===== src/rtl/i2c_cfg_pkg.sv =====
package i2c_cfg_pkg;

    localparam int BYTE_W = 8;
    localparam logic [5:0] ADDR_PREFIX = 6'b100100;

    typedef enum logic [3:0] {
        ST_IDLE,
        ST_ADDR,
        ST_ADDR_ACK,
        ST_PTR,
        ST_PTR_ACK,
        ST_WDATA,
        ST_WDATA_ACK,
        ST_RDATA,
        ST_RDATA_ACK
    } tgt_state_e;

    typedef struct packed {
        logic scl_hi;
        logic scl_rise;
        logic scl_fall;
        logic sda_bit;
        logic start_ev;
        logic stop_ev;
    } bus_evt_t;

    function automatic logic addr_match(input logic [6:0] a, input logic sel);
        return a == {ADDR_PREFIX, sel};
    endfunction

endpackage


===== src/rtl/i2c_line_sync.sv =====
module i2c_line_sync
    import i2c_cfg_pkg::*;
#(
    parameter int SYNC_STAGES = 2
) (
    input  logic     clk,
    input  logic     rst,
    input  logic     scl_in,
    input  logic     sda_in,
    output bus_evt_t evt
);
    localparam int NLINES = 2;

    logic [NLINES-1:0] raw;
    logic [NLINES-1:0] cur;
    logic [NLINES-1:0] prev;

    assign raw = {scl_in, sda_in};

    for (genvar g = 0; g < NLINES; g++) begin : g_line
        logic [SYNC_STAGES-1:0] chain;
        always_ff @(posedge clk) begin
            if (rst) begin
                chain   <= '1;
                prev[g] <= 1'b1;
            end else begin
                chain   <= {chain[SYNC_STAGES-2:0], raw[g]};
                prev[g] <= chain[SYNC_STAGES-1];
            end
        end
        assign cur[g] = chain[SYNC_STAGES-1];
    end

    always_comb begin
        evt.scl_hi   = cur[1];
        evt.sda_bit  = cur[0];
        evt.scl_rise = cur[1] & ~prev[1];
        evt.scl_fall = ~cur[1] & prev[1];
        evt.start_ev = cur[1] & prev[1] & prev[0] & ~cur[0];
        evt.stop_ev  = cur[1] & prev[1] & ~prev[0] & cur[0];
    end

    always_comb begin
        if (!rst) p_events_excl_r7: assert ($onehot0({evt.start_ev, evt.stop_ev}));
    end

endmodule


===== src/rtl/i2c_cfg_regbank.sv =====
module i2c_cfg_regbank
    import i2c_cfg_pkg::*;
#(
    parameter int NUM_REGS = 4
) (
    input  logic                       clk,
    input  logic                       rst,
    input  logic                       wr_en,
    input  logic [BYTE_W-1:0]          wr_idx,
    input  logic [BYTE_W-1:0]          wr_data,
    input  logic [BYTE_W-1:0]          rd_idx,
    output logic [BYTE_W-1:0]          rd_data,
    output logic [NUM_REGS*BYTE_W-1:0] regs_flat
);
    logic [BYTE_W-1:0] regs [NUM_REGS];

    for (genvar i = 0; i < NUM_REGS; i++) begin : g_reg
        always_ff @(posedge clk) begin
            if (rst)                                 regs[i] <= '0;
            else if (wr_en && wr_idx == BYTE_W'(i))  regs[i] <= wr_data;
        end
        assign regs_flat[i*BYTE_W +: BYTE_W] = regs[i];
    end

    always_comb begin
        rd_data = '0;
        for (int i = 0; i < NUM_REGS; i++)
            if (rd_idx == BYTE_W'(i)) rd_data = regs[i];
    end

    p_idle_bank_r3: assert property (@(posedge clk) disable iff (rst)
        !wr_en |=> $stable(regs_flat));
    p_range_write_r8: assert property (@(posedge clk) disable iff (rst)
        (wr_en && wr_idx >= BYTE_W'(NUM_REGS)) |=> $stable(regs_flat));

endmodule


===== src/rtl/i2c_byte_engine.sv =====
module i2c_byte_engine
    import i2c_cfg_pkg::*;
(
    input  logic              clk,
    input  logic              rst,
    input  bus_evt_t          evt,
    input  logic              addr_sel,
    input  logic [BYTE_W-1:0] rd_data,
    output logic              wr_en,
    output logic [BYTE_W-1:0] wr_data,
    output logic [BYTE_W-1:0] ptr,
    output logic              sda_oe
);
    localparam int CNT_W = $clog2(BYTE_W + 1);
    localparam logic [CNT_W-1:0] FULL = CNT_W'(BYTE_W);
    localparam logic [CNT_W-1:0] LAST = CNT_W'(BYTE_W - 1);

    tgt_state_e        state;
    logic [CNT_W-1:0]  bit_cnt;
    logic [BYTE_W-1:0] shreg;
    logic [BYTE_W-1:0] txreg;
    logic              is_read;
    logic              quiet;

    assign quiet   = ~evt.start_ev & ~evt.stop_ev;
    assign wr_data = {shreg[BYTE_W-2:0], evt.sda_bit};
    assign wr_en   = quiet && state == ST_WDATA && evt.scl_rise && bit_cnt == LAST;

    always_ff @(posedge clk) begin
        if (rst) begin
            state   <= ST_IDLE;
            bit_cnt <= '0;
            shreg   <= '0;
            txreg   <= '0;
            ptr     <= '0;
            is_read <= 1'b0;
            sda_oe  <= 1'b0;
        end else if (evt.start_ev) begin
            state   <= ST_ADDR;
            bit_cnt <= '0;
            sda_oe  <= 1'b0;
        end else if (evt.stop_ev) begin
            state   <= ST_IDLE;
            sda_oe  <= 1'b0;
        end else begin
            case (state)
                ST_ADDR, ST_PTR, ST_WDATA: begin
                    if (evt.scl_rise && bit_cnt < FULL) begin
                        shreg   <= {shreg[BYTE_W-2:0], evt.sda_bit};
                        bit_cnt <= bit_cnt + 1'b1;
                    end else if (evt.scl_fall && bit_cnt == FULL) begin
                        bit_cnt <= '0;
                        if (state == ST_ADDR) begin
                            if (addr_match(shreg[BYTE_W-1:1], addr_sel)) begin
                                is_read <= shreg[0];
                                state   <= ST_ADDR_ACK;
                                sda_oe  <= 1'b1;
                            end else begin
                                state   <= ST_IDLE;
                            end
                        end else if (state == ST_PTR) begin
                            ptr    <= shreg;
                            state  <= ST_PTR_ACK;
                            sda_oe <= 1'b1;
                        end else begin
                            state  <= ST_WDATA_ACK;
                            sda_oe <= 1'b1;
                        end
                    end
                end
                ST_ADDR_ACK: if (evt.scl_fall) begin
                    if (is_read) begin
                        state   <= ST_RDATA;
                        txreg   <= rd_data;
                        sda_oe  <= ~rd_data[BYTE_W-1];
                        bit_cnt <= '0;
                    end else begin
                        state  <= ST_PTR;
                        sda_oe <= 1'b0;
                    end
                end
                ST_PTR_ACK: if (evt.scl_fall) begin
                    state  <= ST_WDATA;
                    sda_oe <= 1'b0;
                end
                ST_WDATA_ACK: if (evt.scl_fall) begin
                    state  <= ST_IDLE;
                    sda_oe <= 1'b0;
                end
                ST_RDATA: if (evt.scl_fall) begin
                    if (bit_cnt == LAST) begin
                        state   <= ST_RDATA_ACK;
                        sda_oe  <= 1'b0;
                        bit_cnt <= '0;
                    end else begin
                        txreg   <= {txreg[BYTE_W-2:0], 1'b0};
                        sda_oe  <= ~txreg[BYTE_W-2];
                        bit_cnt <= bit_cnt + 1'b1;
                    end
                end
                ST_RDATA_ACK: if (evt.scl_fall) state <= ST_IDLE;
                default: state <= ST_IDLE;
            endcase
        end
    end

    p_start_r7: assert property (@(posedge clk) disable iff (rst)
        evt.start_ev |=> (state == ST_ADDR && !sda_oe));
    p_stop_r7: assert property (@(posedge clk) disable iff (rst)
        (evt.stop_ev && !evt.start_ev) |=> (state == ST_IDLE && !sda_oe));
    p_idle_released_r3: assert property (@(posedge clk) disable iff (rst)
        (state == ST_IDLE) |-> !sda_oe);
    p_rd_hold_r9: assert property (@(posedge clk) disable iff (rst)
        (evt.scl_hi && $past(evt.scl_hi) && !$past(evt.start_ev) && !$past(evt.stop_ev))
        |-> $stable(sda_oe));
    p_ptr_kept_r6: assert property (@(posedge clk) disable iff (rst)
        (state != ST_PTR) |=> $stable(ptr));

endmodule


===== src/rtl/i2c_cfg_target.sv =====
module i2c_cfg_target
    import i2c_cfg_pkg::*;
#(
    parameter int NUM_REGS = 4
) (
    input  logic                       clk,
    input  logic                       rst,
    input  logic                       scl_in,
    input  logic                       sda_in,
    input  logic                       addr_sel,
    output logic                       sda_oe,
    output logic [NUM_REGS*BYTE_W-1:0] cfg_regs
);
    bus_evt_t          evt;
    logic              wr_en;
    logic [BYTE_W-1:0] wr_data;
    logic [BYTE_W-1:0] ptr;
    logic [BYTE_W-1:0] rd_data;

    i2c_line_sync #(.SYNC_STAGES(2)) u_sync (
        .clk    (clk),
        .rst    (rst),
        .scl_in (scl_in),
        .sda_in (sda_in),
        .evt    (evt)
    );

    i2c_byte_engine u_engine (
        .clk      (clk),
        .rst      (rst),
        .evt      (evt),
        .addr_sel (addr_sel),
        .rd_data  (rd_data),
        .wr_en    (wr_en),
        .wr_data  (wr_data),
        .ptr      (ptr),
        .sda_oe   (sda_oe)
    );

    i2c_cfg_regbank #(.NUM_REGS(NUM_REGS)) u_bank (
        .clk       (clk),
        .rst       (rst),
        .wr_en     (wr_en),
        .wr_idx    (ptr),
        .wr_data   (wr_data),
        .rd_idx    (ptr),
        .rd_data   (rd_data),
        .regs_flat (cfg_regs)
    );

endmodule


===== config.mk =====
export PLATFORM = sky130hd
export DESIGN_NAME = i2c_cfg_target
export DESIGN_NICKNAME = d
export VERILOG_FILES = /design/src/rtl/i2c_cfg_pkg.sv /design/src/rtl/i2c_line_sync.sv /design/src/rtl/i2c_cfg_regbank.sv /design/src/rtl/i2c_byte_engine.sv /design/src/rtl/i2c_cfg_target.sv
export SDC_FILE = /design/constraint.sdc
export NUM_CORES = 1
export LEC_CHECK = 0
export ABC_CLOCK_PERIOD_IN_PS = 1700
export BUFFER_PORTS_ARGS = -buffer_cell sky130_fd_sc_hd__buf_2
export CAP_MARGIN = 20
export CELL_PAD_IN_SITES_DETAIL_PLACEMENT = 1
export CELL_PAD_IN_SITES_GLOBAL_PLACEMENT = 1
export CORE_AREA = 2 2 85 127
export DETAILED_ROUTE_END_ITERATION = 6
export DIE_AREA = 0 0 87 129
export PLACE_DENSITY = 0.65
export RECOVER_POWER = 25
export SETUP_SLACK_MARGIN = 0.4
export SYNTH_ARGS = -nofsm -noshare
export SYNTH_HDL_FRONTEND = slang
export SYNTH_SLANG_ARGS = --single-unit

===== constraint.sdc =====
create_clock -name clk -period 1.7 [get_ports clk]
set_clock_uncertainty 0.1 [all_clocks]
set_input_delay 0.425 -clock clk [delete_from_list [all_inputs] [get_ports clk]]
set_output_delay 0.425 -clock clk [all_outputs]
set_load 0.01 [all_outputs]

==> Flow_metrics.wiki, run 1 <==
{| class="wikitable"
! Metric !! Value
|-
| DR vias/cell || 5.31
|-
| Outcome || finished, violations left
|-
| Drc violations || 0
|-
| Final Instance Area || 5260 µm²
|-
| Slew @ Worst Pin || 462 ps
|-
| Post-synthesis net count || 310
|-
| Class of the tightest hold or removal check || primary input to flop
|-
| Sink count of the clock tree || 71
|-
| Max-Slew Margin vs Limit || 0.692
|-
| Final Hold Violating Endpoints || 0
|-
| Num rows || 45
|-
| Kind of cell adding the most delay to the critical path || simple AND/OR/NAND/NOR gates
|-
| TritonRoute pass-1 iters || 4
|-
| Clk slew on worst S/H paths || 60 ps
|-
| VDD IR max || 0.561 mV
|-
| All-layer global routing usage || 0.206
|-
| Number of library cell types mapped by synthesis || 55
|-
| Peak clock frequency supported by timing || 0.500 GHz
|-
| Cell Count Post-Placement || 499
|-
| Setup repair after global routing missed its margin || true
|-
| Routed wirelength normalized by instance count || 21.0 µm
|-
| TritonCTS clock tree || yes
|-
| Clock Tree Buf Depth || 2
|-
| Number of input and output port buffers inserted || 37
|-
| Final number of max-transition violations || 0
|-
| Number of standard cells in the layout, taps in and fillers out || 538
|-
| Minimum setup slack in the final design || -300 ps
|-
| Synth Instances || a little over 300
|-
| Pin count of the biggest net entering global routing || 18
|-
| Total Power Consumption || 4.13 mW
|-
| Synthesized area per cell || 11.4 µm²
|-
| Max-cap violation count || 0
|-
| Weighted congestion at the end of routability-driven global placement || ~0.84
|-
| Area of the die || 11200 µm²
|-
| DRT antenna net count || 0
|-
| Nets || 423
|-
| Source-to-sink clock delay at the later pin of the worst-skew pair || about 340 ps
|-
| Minimum clock period || approximately 2000 ps
|-
| Seq/Total Area, Yosys || 0.503
|-
| Critical path class || flop to flop
|-
| Critical path's largest stage delay || 640 ps
|-
| Async set or reset register ratio after synthesis || 0
|-
| Vias in the first global route || 3143
|-
| I/O pin cnt || 38
|-
| WP buf/inv || 0
|-
| Power per Cell Area || 785 nW/µm²
|-
| Pleak || roughly 2.2 nW
|-
| EDFF count, synth || 32
|-
| Floorplan Core Area || between 10000 and 15000 µm²
|-
| Kind of start point of the critical path || flop
|-
| Global-route wire length before repair || 17200 µm
|-
| Clock buffers created by TritonCTS || 9
|-
| Setup tns final || -17500 ps
|-
| Number of vias after detailed routing || 2855
|-
| Final Setup Violations || a little under 90
|-
| Placed inst area || 4310 µm²
|-
| Root Driver || sky130_fd_sc_hd__clkbuf_16
|-
| Antenna violations before repair || 0
|-
| Violation count after the first detailed-routing iteration || roughly 90
|-
| Maximum fanout along the worst path || 8
|-
| Synth Register Bits || 71
|-
| Half-perimeter wire length after detailed placement || roughly 7500 µm
|-
| Global route overflow || 0
|-
| Commonest non-fill, non-tap cells in the layout || sky130_fd_sc_hd__buf_4, sky130_fd_sc_hd__edfxtp_1, sky130_fd_sc_hd__buf_2, sky130_fd_sc_hd__buf_6, sky130_fd_sc_hd__nor2_1
|-
| Layout area overhead || 51.9%
|-
| Height of the die || 129 µm
|-
| Share of the core filled with cells in the final layout || 0.522
|-
| Sort of element at the end of the critical path || flop
|-
| Synth Cell Area || 3470 µm²
|-
| Final hold slack || ~170 ps
|-
| Main flop type after synthesis || sky130_fd_sc_hd__dfxtp_1
|-
| Cells along the critical path || nor2_4 > nand3_2 > or4_4 > nor4_4 > and2_1
|-
| Initial core utilization || 0.344
|-
| Layout cell share with drive strength beyond 1 || 0.563
|-
| Violations in the final reports || negative setup slack
|-
| Critical-path cell with the highest stage delay || sky130_fd_sc_hd__or4_4
|-
| Arrival time of data at the critical path endpoint || 2100 ps
|-
| Final worst path period share || 1.18
|-
| Number of warnings reported in the yosys synthesis log || 0
|-
| Number of fill cells in the layout || 1051
|-
| Setup slack after placement || -337 ps
|-
| Die Span X || between 80 and 90 µm
|-
| Routed wire length || between 10000 and 15000 µm
|-
| Antenna Cells || 0
|-
| Hold bufs inserted after CTS || 0
|-
| Data required, critical path || approximately 1800 ps
|-
| Commonest non-fill, non-tap cell in the layout || sky130_fd_sc_hd__buf_4
|-
| H-tree depth || 3
|}
[kinds of logic after synthesis]
logic type / share of synthesized area
multiplexers: 0.110
buffers and inverters: 0.0365
AND/OR/NAND/NOR: 0.231
AO/OA/AOI/OAI: 0.105
flip-flops: 0.503
adder cells (fa/ha/maj): 0.00722
XOR/XNOR: 0.00758
[Yosys cell counts, types with 2 or more instances]
library cell	number	share of area
sky130_fd_sc_hd__inv_1	6	0.0065
sky130_fd_sc_hd__ha_1	2	0.0072
sky130_fd_sc_hd__edfxtp_1	32	0.28
sky130_fd_sc_hd__buf_4	2	0.0043
sky130_fd_sc_hd__a211oi_1	3	0.0065
sky130_fd_sc_hd__or2_2	7	0.013
sky130_fd_sc_hd__inv_2	2	0.0022
sky130_fd_sc_hd__nor4_1	3	0.0054
sky130_fd_sc_hd__nand4b_1	2	0.0051
sky130_fd_sc_hd__nand2b_1	3	0.0054
sky130_fd_sc_hd__nor4_4	4	0.025
sky130_fd_sc_hd__nand2_1	8	0.0087
sky130_fd_sc_hd__nor3b_1	3	0.0065
sky130_fd_sc_hd__nand4_1	2	0.0036
sky130_fd_sc_hd__nand3_1	10	0.014
sky130_fd_sc_hd__clkbuf_1	5	0.0054
sky130_fd_sc_hd__mux4_2	8	0.052
sky130_fd_sc_hd__o21ai_1	4	0.0058
sky130_fd_sc_hd__and3b_1	2	0.0051
sky130_fd_sc_hd__a31o_2	5	0.013
sky130_fd_sc_hd__nor2_1	37	0.040
sky130_fd_sc_hd__nor3_1	4	0.0058
sky130_fd_sc_hd__buf_6	3	0.0097
sky130_fd_sc_hd__mux2i_1	20	0.058
sky130_fd_sc_hd__xnor2_1	2	0.0051
sky130_fd_sc_hd__buf_2	5	0.0072
sky130_fd_sc_hd__and2_1	32	0.058
sky130_fd_sc_hd__a211oi_2	4	0.014
sky130_fd_sc_hd__a22oi_1	7	0.015
sky130_fd_sc_hd__dfxtp_1	39	0.23
sky130_fd_sc_hd__a21oi_1	10	0.014
sky130_fd_sc_hd__o21ai_0	4	0.0058
[what timing repair did]
action                     CTS  global route
buffers inserted            14             8
gates cloned                 1             0
setup endpoints to repair  130           130
resized for setup           56            53
pin swaps                   24            31
hold endpoints to repair     0             0
[cell type report]
cell class,count,area (µm²),area share
multi-input combinational,208,2020,0.384
timing repair buffer,118,970,0.184
clock buffer,9,225,0.0428
tap,117,146,0.0278
sequential,71,1760,0.335
clock inverter,7,101,0.0193
inverter,8,35.0,0.00666
[layer usage]
layer  share of wire  global-route usage
met5               0                   0
met4           0.037               0.100
met3           0.020              0.0340
met2            0.55               0.369
met1            0.39               0.232
[final timing paths]
path / start / depth (start not counted) / slack [ps] / end
setup reg to reg: u_engine.ptr[3] / 5 / -300 / u_bank.regs[1][4]
hold reg to reg: u_sync.g_line[1].chain[0] / 1 / 310 / u_sync.g_line[1].chain[1]
setup / recovery: u_engine.ptr[3] / 5 / -300 / u_bank.regs[1][4]
hold / removal: scl_in / 2 / 170 / u_sync.g_line[1].chain[0]
[worst register-to-register path: stages, from the launching register on]
cell	delay, ps
sky130_fd_sc_hd__dfxtp_2	330
sky130_fd_sc_hd__nor2_4	120
sky130_fd_sc_hd__nand3_2	110
sky130_fd_sc_hd__or4_4	640
sky130_fd_sc_hd__nor4_4	360
sky130_fd_sc_hd__and2_1	200
[state kept, by name (all words and copies together) (netlist names)]
| signal | flops |
|---|---|
| u_sync.prev | 2 |
| u_engine.txreg | 7 |
| u_engine.state | 4 |
| u_engine.shreg | 8 |
| u_engine.bit_cnt | 4 |
| u_sync.g_line.chain | 4 |
| u_bank.regs | 32 |
| u_engine.is_read | 1 |
| u_engine.sda_oe | 1 |
| u_engine.ptr | 8 |
[power breakdown]
part / internal [mW] / switching [mW] / total (mW)
clock: 1.30 / 0.784 / 2.08
sequential: 1.81 / 0.0261 / 1.84
combinational: 0.0928 / 0.119 / 0.211
Note: power is estimated with default switching activity, not from simulation.
==> run 2: changes to the inputs <==
Settings changed: CORE_AREA 2 2 85 127 to 2 2 103 105, DIE_AREA 0 0 87 129 to 0 0 105 107, PLACE_DENSITY 0.65 to 0.66.
==> run 2 against run 1 <==
  * The flow still finishes with violations (negative setup slack)
  * Clock power fell by 25%
  * Worst setup slack got worse by 5.2 ps
  * Combinational power fell by 4%
  * Register-to-register slack barely moved
==> Flow_metrics.wiki, run 2 (same netlist as run 1, synthesis figures left out) <==
{| class="wikitable"
! Metric !! Value
|-
| Outcome || finished, violations left
|-
| Violations in the final reports || negative setup slack
|-
| Num rows || 37 (-18%)
|-
| DRT antenna net count || 0 (unchanged)
|-
| Peak clock frequency supported by timing || 0.499 GHz (-0.26%)
|-
| Commonest non-fill, non-tap cell in the layout || sky130_fd_sc_hd__buf_4
|-
| Floorplan Core Area || 10100 µm² (+0.14%)
|-
| TritonCTS clock tree || yes
|-
| Routed wire length || 11000 µm (-2.7%)
|-
| Total area of multi-input combinational cells || 1980 µm² (-1.9%)
|-
| Root Driver || sky130_fd_sc_hd__clkbuf_8
|-
| Setup crit start || u_engine.bit_cnt[0]
|-
| Global-route wire length before repair || 17200 µm (-0.16%)
|-
| Pleak || 2.18 nW (-1.2%)
|-
| Final number of max-transition violations || 0 (unchanged)
|-
| I/O pin cnt || 38 (unchanged)
|-
| Uppermost layer routed || met4
|-
| Final Hold Violating Endpoints || 0 (unchanged)
|-
| Data required, critical path || 1850 ps (+50 ps)
|-
| Capture endpoint of the worst hold path || u_sync.g_line[0].chain[0]
|-
| Source-to-sink clock delay at the later pin of the worst-skew pair || 360 ps (+20 ps)
|-
| Hold bufs inserted after CTS || 0 (unchanged)
|-
| DR WL met2 || 5670 µm (-8.4%)
|-
| Biggest registers after layout || u_bank.regs (32), u_engine.ptr (8), u_engine.shreg (8)
|-
| VDD IR max || 0.472 mV (-16%)
|-
| Layout area overhead || 49.1%
|-
| Sort of element at the end of the critical path || flop
|-
| Metal3 WL || 271 µm (+17%)
|-
| Clock Tree Buf Depth || 2 (unchanged)
|-
| Class of the tightest hold or removal check || primary input to flop
|-
| Largest register by flop count || u_bank.regs
|-
| Half-perimeter wire length after detailed placement || 7470 µm (about the same)
|-
| Max-Slew Margin vs Limit || 0.681 (-0.0108)
|-
| Final hold slack || 164 ps (-4.35 ps)
|-
| Commonest non-fill, non-tap cells in the layout || sky130_fd_sc_hd__buf_4, sky130_fd_sc_hd__buf_2, sky130_fd_sc_hd__edfxtp_1
|-
| Sequential cell area || 1760 µm² (about the same)
|-
| Worst flop-to-flop path startpoint || u_engine.bit_cnt[0]
|-
| Sink count of the clock tree || 71 (unchanged)
|-
| Die Span X || 105 µm (+21%)
|-
| Height of the die || 107 µm (-17%)
|-
| Routed metal-1 wirelength || 4750 µm (+6.7%)
|-
| Worst reg2reg path endpoint || u_engine.state[2]
|-
| All-layer global routing usage || 0.200 (-0.00548)
|-
| Initial core utilization || 0.343 (-0.000469)
|-
| Power per Cell Area || 694 nW/µm² (-12%)
|-
| Launch point of the worst hold path || sda_in
|-
| Final worst path period share || 1.18 (+0.00305)
|-
| Clk slew on worst S/H paths || 90 ps (+30 ps)
|-
| Kind of start point of the critical path || flop
|-
| Arrival time of data at the critical path endpoint || 2150 ps (+50 ps)
|-
| Global route overflow || 0 (unchanged)
|-
| Max reg flops || 32 (unchanged)
|-
| Critical path class || flop to flop
|-
| DR vias/cell || 5.11 (-3.7%)
|-
| Antenna Cells || 0 (unchanged)
|-
| Max-cap violation count || 0 (unchanged)
|-
| Maximum fanout along the worst path || 4 (-4)
|-
| Number of vias after detailed routing || 2862 (+0.25%)
|-
| Slack of the worst reg-to-reg path || -310 ps (about the same)
|-
| Vias in the first global route || 3085 (-1.8%)
|-
| Routed wirelength normalized by instance count || 19.6 µm (-6.6%)
|-
| Final Setup Violations || 97 (+11%)
|-
| Weighted congestion at the end of routability-driven global placement || 0.848 (+0.76%)
|-
| TritonRoute pass-1 iters || 4 (unchanged)
|-
| Violation count after the first detailed-routing iteration || 88 (unchanged)
|-
| Nets || 426 (+0.71%)
|-
| Clock buffers created by TritonCTS || 9 (unchanged)
|-
| H-tree depth || 3 (unchanged)
|-
| Slew @ Worst Pin || 478 ps (+16.2 ps)
|-
| Setup tns final || -17220 ps (+283 ps)
|-
| Depth of the worst register-to-register path || 10 (+5)
|-
| Number of cells on the worst hold path || 2 (unchanged)
|-
| Drc violations || 0 (unchanged)
|-
| Layout cell share with drive strength beyond 1 || 0.573 (+0.0102)
|-
| Number of fill cells in the layout || 1111 (+5.7%)
|-
| Minimum clock period || 2010 ps (+5.18 ps)
|-
| Number of input and output port buffers inserted || 37 (unchanged)
|-
| Minimum setup slack in the final design || -305 ps (-5.18 ps)
|-
| Pin count of the biggest net entering global routing || 17 (-1)
|-
| Area of the die || 11200 µm² (+0.11%)
|-
| Antenna violations before repair || 0 (unchanged)
|-
| Setup repair after global routing missed its margin || true
|}
==> run 2: cell types whose count changed in the layout (fill, tap and decap cells not counted), sizes merged <==
cell,previous run,this run
buf,113,119
bufbuf,0,1
clkbuf,14,10
clkinv,0,1
clkinvlp,2,1
==> run 2: cell type report <==
| cell class | count | share of cell area |
|---|---|---|
| clock buffers | 9 | 0.0240 |
| repair buffers | 121 | 0.191 |
| clock inverters | 7 | 0.0199 |
| inverters | 8 | 0.00726 |
| flip-flops and latches | 71 | 0.341 |
| well taps | 136 | 0.0329 |
| multi-input cells | 208 | 0.384 |
==> run 2: worst max-delay path, cell delays in order, from the launching register on <==
cell,delay (ps)
sky130_fd_sc_hd__dfxtp_2,350
sky130_fd_sc_hd__ha_4,160
sky130_fd_sc_hd__buf_6,110
sky130_fd_sc_hd__buf_6,100
sky130_fd_sc_hd__buf_6,100
sky130_fd_sc_hd__and3b_2,240
sky130_fd_sc_hd__o21ai_4,160
sky130_fd_sc_hd__a32oi_4,150
sky130_fd_sc_hd__buf_6,170
sky130_fd_sc_hd__mux2i_1,160
sky130_fd_sc_hd__a21oi_1,90
==> run 2: stage by stage <==
stage               worst slack (ps)  cell area [µm²]  std cells  total power [mW]   util
floorplan                      -94.5             3640        303              1.96      -
global placement                -244             4280        512              2.05  0.424
detailed placement              -329             4280        512              2.05  0.424
CTS                             -319             4930        552              3.61  0.489
global route                    -367             5170        560              3.71  0.512
finish                          -305             5170        560              3.59  0.512
==> run 2: worst max path at each step <==
stage / endpoint / slack (ps) / cells past startpoint
4_1_cts: u_bank.regs[1][7] / -320 / 6
3_3_place_gp: u_engine.ptr[5] / -240 / 6
2_1_floorplan: u_bank.regs[1][0] / -90 / 5
6_report: u_engine.state[2] / -310 / 10
5_1_grt: u_engine.ptr[5] / -370 / 9
3_5_place_dp: u_bank.regs[1][7] / -330 / 5
==> run 2: power by group <==
| part | switching, mW | internal, mW |
|---|---|---|
| Clock | 0.707 | 0.844 |
| Combinational | 0.115 | 0.0878 |
| Sequential | 0.0241 | 1.81 |
==> run 2: timing repair <==
item / in CTS / in global routing
buffers inserted: 23 / 8
cloned: 1 / 0
pin swaps: 41 / 27
resized for setup: 54 / 42
setup endpoints to repair: 130 / 130
==> run 2: per-layer routing <==
metal | GRT usage | vias up
met5 | 0 | -
met4 | 0.0714 | 0
met3 | 0.0359 | 23
met2 | 0.345 | 47
met1 | 0.252 | 1444
li1 | - | 1348
